<file path="src/rtl/dcr_pkg.sv">
// Package: shared constants and types for the dual-channel reset controller.
// Assumes byte-wide registers; bit positions here are decoded by software.
package dcr_pkg;

    localparam int BYTE_W = 8;

    // Command byte that requests a reset of the addressed channel
    localparam logic [BYTE_W-1:0] CMD_CHAN_RESET = 8'h18;
    // Vector register value after a hardware reset
    localparam logic [BYTE_W-1:0] VEC_HW_INIT    = 8'h0F;
    // Status byte 1 after any reset (all-sent bit set)
    localparam logic [BYTE_W-1:0] STS1_INIT      = 8'h01;

    // Status byte 0 bit positions
    localparam int S0_RX_AVAIL = 0;
    localparam int S0_INT_PEND = 1;
    localparam int S0_TX_EMPTY = 2;
    localparam int S0_DCD      = 3;
    localparam int S0_HUNT     = 4;
    localparam int S0_CTS      = 5;
    localparam int S0_UNDERRUN = 6;
    localparam int S0_BREAK    = 7;

    // Bits of status byte 0 that the datapath owns, and their reset value
    localparam logic [BYTE_W-1:0] S0_DP_MASK = 8'hD5;
    localparam logic [BYTE_W-1:0] S0_DP_INIT = 8'h54;

    // Pin control register bit positions
    localparam int PC_TX_EN   = 0;
    localparam int PC_RTS     = 1;
    localparam int PC_DTR     = 2;
    localparam int PC_TXC_DRV = 3;
    localparam int PC_RXC_DRV = 4;
    localparam int PC_SYNC_IN = 5;

    // Channel pin bundle
    typedef struct packed {
        logic txd;
        logic rts_n;
        logic dtr_n;
        logic txc_oe;
        logic rxc_oe;
        logic sync_oe;
    } pin_bus_t;

endpackage

</file>
<file path="src/rtl/dcr_sync2.sv">
// Module: two-flop synchroniser for asynchronous pin levels.
// Assumes each bit is independent; the flops carry no reset so that the
// true pin level is already available while the hardware reset is held.
module dcr_sync2 #(
    parameter int WIDTH = 4
) (
    input  logic             clk,
    input  logic [WIDTH-1:0] async_in,
    output logic [WIDTH-1:0] sync_out
);

    logic [WIDTH-1:0] meta_q;
    logic [WIDTH-1:0] stable_q;

    // Two-stage capture of the asynchronous levels
    always_ff @(posedge clk) begin
        meta_q   <= async_in;
        stable_q <= meta_q;
    end

    assign sync_out = stable_q;

endmodule

</file>
<file path="src/rtl/dcr_vector.sv">
// Module: shared interrupt vector register.
// Writable through either channel at VEC_ADDR. Only the hardware reset
// touches it; channel resets do not. Assumes synchronous active-low reset.
module dcr_vector
    import dcr_pkg::*;
#(
    parameter int ADDR_W   = 4,
    parameter int VEC_ADDR = 10
) (
    input  logic              clk,
    input  logic              rst_n,
    input  logic              wr_en,
    input  logic [ADDR_W-1:0] wr_addr,
    input  logic [BYTE_W-1:0] wr_data,
    output logic [BYTE_W-1:0] vec_q
);

    logic vec_we;

    assign vec_we = wr_en && (wr_addr == ADDR_W'(VEC_ADDR));

    // Hold the vector; load init on hardware reset, data on write
    always_ff @(posedge clk) begin
        if (!rst_n) begin
            vec_q <= VEC_HW_INIT;
        end else if (vec_we) begin
            vec_q <= wr_data;
        end
    end


    hw_vec_init_chk: assert property (@(posedge clk)
        !rst_n |=> (vec_q == VEC_HW_INIT));


    vec_hold_chk: assert property (@(posedge clk) disable iff (!rst_n)
        !(wr_en && (wr_addr == ADDR_W'(VEC_ADDR))) |=> $stable(vec_q));

endmodule

</file>
<file path="src/rtl/dcr_channel.sv">
// Module: per-channel register file, status bytes, pending interrupts and
// pin control, with software (command) and hardware reset.
// Assumes NUM_CFG >= 2 (address 0 is the command register and address 1 the
// pin control register) and that cts_sync/dcd_sync are already synchronised.
module dcr_channel
    import dcr_pkg::*;
#(
    parameter int NUM_CFG = 8,
    parameter int NUM_SRC = 3,
    parameter int ADDR_W  = 4
) (
    input  logic               clk,
    input  logic               rst_n,
    input  logic               wr_en,
    input  logic               wr_sel,
    input  logic [ADDR_W-1:0]  wr_addr,
    input  logic [BYTE_W-1:0]  wr_data,
    input  logic [NUM_SRC-1:0] int_req,
    input  logic               sts_upd,
    input  logic [BYTE_W-1:0]  sts0_val,
    input  logic [BYTE_W-1:0]  sts1_val,
    input  logic               cts_sync,
    input  logic               dcd_sync,
    input  logic               tx_ser,
    input  logic [ADDR_W-1:0]  rd_addr,
    output logic [BYTE_W-1:0]  rd_byte,
    output logic [NUM_SRC-1:0] pend,
    output pin_bus_t           pins
);

    localparam int STS0_ADDR = NUM_CFG;
    localparam int STS1_ADDR = NUM_CFG + 1;

    logic                      cmd_hit;
    logic                      rst_pend_q;
    logic                      clr;
    logic [NUM_CFG*BYTE_W-1:0] cfg_flat;
    logic [BYTE_W-1:0]         s0_dp_q;
    logic [BYTE_W-1:0]         s1_q;
    logic                      cts_q;
    logic                      dcd_q;
    logic [NUM_SRC-1:0]        pend_q;
    logic [BYTE_W-1:0]         s0_view;
    logic [BYTE_W-1:0]         pin_ctl;

    // Decode a reset command aimed at this channel
    assign cmd_hit = wr_en && wr_sel && (wr_addr == '0) && (wr_data == CMD_CHAN_RESET);

    // Either reset source clears the channel state on this edge
    assign clr = !rst_n || rst_pend_q;

    // Defer the command reset by one clock
    always_ff @(posedge clk) begin
        if (!rst_n) begin
            rst_pend_q <= 1'b0;
        end else begin
            rst_pend_q <= cmd_hit;
        end
    end

    // One byte register per configuration address
    for (genvar i = 0; i < NUM_CFG; i++) begin : g_cfg
        logic              we;
        logic [BYTE_W-1:0] q;

        assign we = wr_en && wr_sel && (wr_addr == ADDR_W'(i)) && !cmd_hit;

        // Store the byte unless the channel is being reset
        always_ff @(posedge clk) begin
            if (clr) begin
                q <= '0;
            end else if (we) begin
                q <= wr_data;
            end
        end

        assign cfg_flat[i*BYTE_W +: BYTE_W] = q;
    end

    // Status bytes and latched modem bits
    always_ff @(posedge clk) begin
        if (clr) begin
            s0_dp_q <= S0_DP_INIT;
            s1_q    <= STS1_INIT;
            cts_q   <= ~cts_sync;
            dcd_q   <= ~dcd_sync;
        end else if (sts_upd) begin
            s0_dp_q <= sts0_val & S0_DP_MASK;
            s1_q    <= sts1_val;
            cts_q   <= ~cts_sync;
            dcd_q   <= ~dcd_sync;
        end
    end

    // Sticky pending interrupt flags
    always_ff @(posedge clk) begin
        if (clr) begin
            pend_q <= '0;
        end else begin
            pend_q <= pend_q | int_req;
        end
    end

    assign pend = pend_q;

    // Assemble the software view of status byte 0
    always_comb begin
        s0_view              = s0_dp_q;
        s0_view[S0_INT_PEND] = |pend_q;
        s0_view[S0_CTS]      = cts_q;
        s0_view[S0_DCD]      = dcd_q;
    end

    // Read mux over configuration and status addresses
    always_comb begin
        rd_byte = '0;
        for (int i = 0; i < NUM_CFG; i++) begin
            if (rd_addr == ADDR_W'(i)) begin
                rd_byte = cfg_flat[i*BYTE_W +: BYTE_W];
            end
        end
        if (rd_addr == ADDR_W'(STS0_ADDR)) begin
            rd_byte = s0_view;
        end
        if (rd_addr == ADDR_W'(STS1_ADDR)) begin
            rd_byte = s1_q;
        end
    end

    // Channel pins from the pin control register
    assign pin_ctl = cfg_flat[BYTE_W +: BYTE_W];

    always_comb begin
        pins.txd     = pin_ctl[PC_TX_EN] ? tx_ser : 1'b1;
        pins.rts_n   = ~pin_ctl[PC_RTS];
        pins.dtr_n   = ~pin_ctl[PC_DTR];
        pins.txc_oe  = pin_ctl[PC_TXC_DRV];
        pins.rxc_oe  = pin_ctl[PC_RXC_DRV];
        pins.sync_oe = ~pin_ctl[PC_SYNC_IN];
    end


    cmd_rst_cfg_chk: assert property (@(posedge clk) disable iff (!rst_n)
        rst_pend_q |=> (cfg_flat == '0));


    cmd_rst_sts1_chk: assert property (@(posedge clk) disable iff (!rst_n)
        rst_pend_q |=> (s1_q == STS1_INIT));


    cmd_rst_sts0_chk: assert property (@(posedge clk) disable iff (!rst_n)
        rst_pend_q |=> (s0_dp_q == S0_DP_INIT && cts_q == !$past(cts_sync)
                        && dcd_q == !$past(dcd_sync)));


    modem_hold_chk: assert property (@(posedge clk) disable iff (!rst_n)
        (!rst_pend_q && !sts_upd) |=> (cts_q == $past(cts_q) && dcd_q == $past(dcd_q)));


    cmd_rst_pend_chk: assert property (@(posedge clk) disable iff (!rst_n)
        rst_pend_q |=> (pend_q == '0));


    cmd_rst_pins_chk: assert property (@(posedge clk) disable iff (!rst_n)
        rst_pend_q |=> (pins.txd && pins.rts_n && pins.dtr_n && !pins.txc_oe
                        && !pins.rxc_oe && pins.sync_oe));

endmodule

</file>
<file path="src/rtl/dual_chan_rst_ctl.sv">
// Module: top of the dual-channel serial reset controller.
// Instantiates the modem pin synchroniser, the shared vector register and
// one channel block per channel, and muxes the read port.
// Assumes the address map: 0..NUM_CFG-1 configuration, NUM_CFG status 0,
// NUM_CFG+1 status 1, NUM_CFG+2 vector; that map must fit in ADDR_W bits.
module dual_chan_rst_ctl
    import dcr_pkg::*;
#(
    parameter int NUM_CH  = 2,
    parameter int NUM_SRC = 3,
    parameter int NUM_CFG = 8,
    parameter int ADDR_W  = 4,
    localparam int CH_W   = (NUM_CH > 1) ? $clog2(NUM_CH) : 1
) (
    input  logic                      clk,
    input  logic                      rst_n,
    input  logic                      wr_en,
    input  logic [CH_W-1:0]           wr_ch,
    input  logic [ADDR_W-1:0]         wr_addr,
    input  logic [BYTE_W-1:0]         wr_data,
    input  logic [CH_W-1:0]           rd_ch,
    input  logic [ADDR_W-1:0]         rd_addr,
    output logic [BYTE_W-1:0]         rd_data,
    input  logic [NUM_CH*NUM_SRC-1:0] int_req,
    output logic [NUM_CH*NUM_SRC-1:0] int_pend,
    input  logic [NUM_CH-1:0]         sts_upd,
    input  logic [NUM_CH*BYTE_W-1:0]  sts0_val,
    input  logic [NUM_CH*BYTE_W-1:0]  sts1_val,
    input  logic [NUM_CH-1:0]         cts_pin,
    input  logic [NUM_CH-1:0]         dcd_pin,
    input  logic [NUM_CH-1:0]         tx_ser,
    output logic [NUM_CH-1:0]         txd,
    output logic [NUM_CH-1:0]         rts_n,
    output logic [NUM_CH-1:0]         dtr_n,
    output logic [NUM_CH-1:0]         txc_oe,
    output logic [NUM_CH-1:0]         rxc_oe,
    output logic [NUM_CH-1:0]         sync_oe
);

    localparam int VEC_ADDR = NUM_CFG + 2;

    logic [2*NUM_CH-1:0]        modem_sync;
    logic [BYTE_W-1:0]          vec_q;
    logic [NUM_CH*BYTE_W-1:0]   chan_rd;

    // Synchronise both modem inputs of every channel
    dcr_sync2 #(.WIDTH(2*NUM_CH)) u_sync (
        .clk      (clk),
        .async_in ({dcd_pin, cts_pin}),
        .sync_out (modem_sync)
    );

    dcr_vector #(.ADDR_W(ADDR_W), .VEC_ADDR(VEC_ADDR)) u_vec (
        .clk     (clk),
        .rst_n   (rst_n),
        .wr_en   (wr_en),
        .wr_addr (wr_addr),
        .wr_data (wr_data),
        .vec_q   (vec_q)
    );

    for (genvar c = 0; c < NUM_CH; c++) begin : g_ch
        pin_bus_t pins;

        dcr_channel #(
            .NUM_CFG (NUM_CFG),
            .NUM_SRC (NUM_SRC),
            .ADDR_W  (ADDR_W)
        ) u_chan (
            .clk      (clk),
            .rst_n    (rst_n),
            .wr_en    (wr_en),
            .wr_sel   (wr_ch == CH_W'(c)),
            .wr_addr  (wr_addr),
            .wr_data  (wr_data),
            .int_req  (int_req[c*NUM_SRC +: NUM_SRC]),
            .sts_upd  (sts_upd[c]),
            .sts0_val (sts0_val[c*BYTE_W +: BYTE_W]),
            .sts1_val (sts1_val[c*BYTE_W +: BYTE_W]),
            .cts_sync (modem_sync[c]),
            .dcd_sync (modem_sync[NUM_CH + c]),
            .tx_ser   (tx_ser[c]),
            .rd_addr  (rd_addr),
            .rd_byte  (chan_rd[c*BYTE_W +: BYTE_W]),
            .pend     (int_pend[c*NUM_SRC +: NUM_SRC]),
            .pins     (pins)
        );

        assign txd[c]     = pins.txd;
        assign rts_n[c]   = pins.rts_n;
        assign dtr_n[c]   = pins.dtr_n;
        assign txc_oe[c]  = pins.txc_oe;
        assign rxc_oe[c]  = pins.rxc_oe;
        assign sync_oe[c] = pins.sync_oe;
    end

    // Select the addressed channel, or the shared vector
    always_comb begin
        rd_data = '0;
        for (int c = 0; c < NUM_CH; c++) begin
            if (rd_ch == CH_W'(c)) begin
                rd_data = chan_rd[c*BYTE_W +: BYTE_W];
            end
        end
        if (rd_addr == ADDR_W'(VEC_ADDR)) begin
            rd_data = vec_q;
        end
    end

endmodule

</file>
<file path="config.mk">
export PLATFORM = sky130hd
export DESIGN_NAME = dual_chan_rst_ctl
export DESIGN_NICKNAME = d
export VERILOG_FILES = /design/src/rtl/dcr_pkg.sv /design/src/rtl/dcr_sync2.sv /design/src/rtl/dcr_vector.sv /design/src/rtl/dcr_channel.sv /design/src/rtl/dual_chan_rst_ctl.sv
export SDC_FILE = /design/constraint.sdc
export NUM_CORES = 1
export LEC_CHECK = 0
export BUFFER_PORTS_ARGS = -buffer_cell sky130_fd_sc_hd__buf_2
export CAP_MARGIN = 40
export CORE_AREA = 2 2 180 138
export CTS_CLUSTER_DIAMETER = 120
export DETAILED_ROUTE_END_ITERATION = 6
export DIE_AREA = 0 0 182 140
export GPL_TIMING_DRIVEN = 0
export RECOVER_POWER = 100
export SYNTH_ARGS = -nofsm -noshare
export SYNTH_HDL_FRONTEND = slang
export SYNTH_SLANG_ARGS = --single-unit
</file>
<file path="constraint.sdc">
create_clock -name clk -period 1.75 [get_ports clk]
set_input_delay 0 -clock clk [delete_from_list [all_inputs] [get_ports clk]]
set_output_delay 0 -clock clk [all_outputs]
set_load 0.005 [all_outputs]
</file>
==> impl_metrics.csv <==
group,metric,value,unit
floorplan,ios,93,
worst_setup_path,crit_fanout,2,
floorplan,start_util,0.356,
synthesis,synth_edf_count,4,
floorplan,rows,49,
synthesis,ys_ff_latch,182,
worst_setup_path,endpoint_kind,"output pin",
detailed_routing,routed_wl,30.1,mm
synthesis,ys_types,72,
clock_network,cts_tree,"done",
sta,drv_slew,0,
detailed_routing,drc,0,
floorplan,dieWidth,182,um
power_and_ir_drop,power,0.00933,W
global_routing,grt_pass1_vias,7247,
status,violations,"setup timing",
floorplan,die_area,25500,um^2
worst_setup_path,path_cells,"mux2_4, a22oi_2, o22ai_2, a222oi_1, o221ai_1, buf_2",
detailed_routing,dr.first_iter.drc_count,740,
floorplan,core,23700,um^2
sta,setup_tns,-3.79,ns
sta,fmax,462,MHz
global_routing,gr-total-overflow,0,
finish,layout-drive-gt1-share,0.186,
worst_setup_path,start_kind,"flip-flop",
synthesis,yosys.area.top_type,"dfxtp_1",
clock_network,cts_inserted_buffers,17,
synthesis,netlist_area,8430,um^2
global_routing,grt_start_max_net_pins,17,
sta,hold_viol_final,0,
clock_network,htreeDepth,4,
synthesis,ys_seq_area_frac,0.437,
sta,post-route-min-period,2.16,ns
status,status,"complete, but fails checks",
synthesis,ys.flop_type,"dfxtp_1",
detailed_routing,drt_pass1_iterations,6,
sta,finClkSkew,0.00736,ns
placement,io_buffer_count,74,
synthesis,async_flop_share,0,
worst_setup_path,criticalPathCategory,"flip-flop to output pin",
placement,dpl.hpwl,21.5,mm
synthesis,netlist_top_cells_area,"dfxtp_1 42%, mux2i_1 14%, nor2_1 4.9%",
detailed_routing,wire_per_inst,21.6,um
sta,timing.final.crit_share,1.24,
synthesis,synthCells,936,
sta,slew_headroom,0.412,
worst_setup_path,cp.required,1.75,ns
worst_setup_path,critPathSlowestCell,"a222oi_1",
finish,final_nets,1142,
power_and_ir_drop,p_leak,3.91,nW
power_and_ir_drop,powerDensity,904,nW/um^2
run,maxCapViolations,0,
min_path,worstHoldPathType,"primary input to flip-flop",
detailed_routing,vias,7693,
finish,area_growth,22.3,%
sta,worst_slew_pin_slew,0.882,ns
detailed_routing,postRouteAntennaNets,0,
finish,diodes,0,
clock_network,cts-root-buf,"clkbuf_16",
global_routing,antenna_found_initial,0,
clock_network,clk_latency,0.44,ns
worst_setup_path,cpPeakStageDelay,0.48,ns
synthesis,yosysMostFrequentCell,"dfxtp_1",
clock_network,cts_max_path_buffers,2,
synthesis,synth_top_cell_area_share,0.422,
placement,dpl.cell_count,1319,
finish,layout.cells.non_filler,1394,
sta,setup_ws,-0.414,ns
worst_setup_path,crit_arrival,2.16,ns
synthesis,yosys_warnings,0,
synthesis,syn_nets,1003,
sta,final-setup-viol-count,20,
detailed_routing,viasPerCell,5.52,
synthesis,synthTopCellsByCount,"178 x dfxtp_1, 115 x mux2i_1, 110 x nor2_1, 100 x nand2_1, 79 x a21oi_1",
clock_network,clk_pin_slew,0.07,ns
synthesis,synth_area_per_cell,9.01,um^2
global_routing,grt_pass1_wl,44.7,mm
floorplan,die_h,140,um
finish,fillCellCount,2353,
sta,rsz0062_at_grt,"true",
finish,fin_util,0.436,
power_and_ir_drop,peakVddDrop,0.000619,V
global_routing,track_usage,0.236,
clock_network,clkSinkCount,182,
placement,gp_congestion,0.923,
-- worst max-delay path, delay by kind of cell, from the launching register on --
kind / cells / cell delay, ns
AO/OA/AOI/OAI: 4 / 0.96
buffers and inverters: 1 / 0.17
flip-flops: 1 / 0.32
multiplexers: 1 / 0.27
-- state kept, by name, summed over array words and instances (netlist names) --
register                cells
g_ch.u_chan.g_cfg.q       128
g_ch.u_chan.s1_q           16
g_ch.u_chan.s0_dp_q        10
u_vec.vec_q                 8
g_ch.u_chan.pend            6
u_sync.meta_q               4
u_sync.sync_out             4
g_ch.u_chan.cts_q           2
g_ch.u_chan.dcd_q           2
g_ch.u_chan.rst_pend_q      2
-- metal layers --
metal  GRT usage  part of all wire
met5           0                 0
met4      0.0781             0.026
met3      0.0577             0.094
met2       0.354              0.43
met1       0.331              0.45
-- kinds of logic (layout without fill, tap and decap cells) --
group	Yosys count	after routing	synth area share
buf+inv	102	254	0.0598
simple gates	339	339	0.189
compound gates	176	176	0.136
mux	137	137	0.179
flops	182	182	0.437
-- stage by stage --
stage / cell area (um^2) / hold slack, ns / setup WS [ns]
2_1_floorplan: 8430 / 0.0277 / 0.421
5_1_grt: 10300 / 0.0303 / -0.413
6_report: 10300 / 0.00743 / -0.414
4_1_cts: 10300 / 0.0127 / -0.434
3_5_place_dp: 9230 / 0.105 / -0.275
3_3_place_gp: 9190 / 0.103 / -0.314
-- worst paths after layout --
check	startpoint	end	depth (start not counted)	slack, ns
setup / recovery	g_ch[1].u_chan.g_cfg[0].q[6]$_SDFFE_PP0P_	rd_data[6]	6	-0.41
hold / removal	sts_upd[1]	g_ch[1].u_chan.s0_dp_q[7]$_SDFFE_PP0P_	3	0.007
setup reg to reg	g_ch[1].u_chan.rst_pend_q$_SDFF_PN0_	g_ch[1].u_chan.g_cfg[3].q[5]$_SDFFE_PP0P_	4	0.16
hold reg to reg	u_sync.meta_q[0]$_DFF_P_	u_sync.sync_out[0]$_DFF_P_	0	0.33
-- power by group --
part	switching, W	leakage, nW	internal [W]	total, W
Clock	0.00174	0.287	0.00229	0.00403
Sequential	0.0000565	1.49	0.00424	0.00430
Combinational	0.000619	2.13	0.000381	0.00100
-- cells in the final DEF, fill, tap and decap left out, types with 6 or more instances in the layout --
master         count
buf_1              9
o221a_2            6
a21oi_1           75
inv_1             13
nand2_1          100
buf_6              8
buf_4             13
nor2_1           110
clkbuf_16         17
buf_2             83
nand2b_1          13
o21a_1             6
mux2i_1          115
dfxtp_1          170
o211ai_1           7
clkbuf_1          49
dlygate4sd3_1     41
o21ai_0           23
nor2b_1           16
mux2_2             9
nand3_1           60
dfxtp_2            8
mux4_2             9
-- final cells by class --
cell class                 count  area (um^2)  area share
inverter                      14         52.6     0.00509
clock inverter                12          151      0.0147
sequential                   182         3690       0.358
multi-input combinational    652         4310       0.418
timing repair buffer         120          823      0.0798
clock buffer                  20          447      0.0433
tap                          306          383      0.0371
buffer                        88          458      0.0444
-- repair_timing --
item | CTS | global route
hold buffers | 41 | 0
resized for setup | 23 | 16
pin swaps | 16 | 8
buffers inserted | 1 | 1
hold endpoints to repair | 41 | 0
endpoints found under the setup margin | 8 | 57
(Power assumes the default switching activity.)
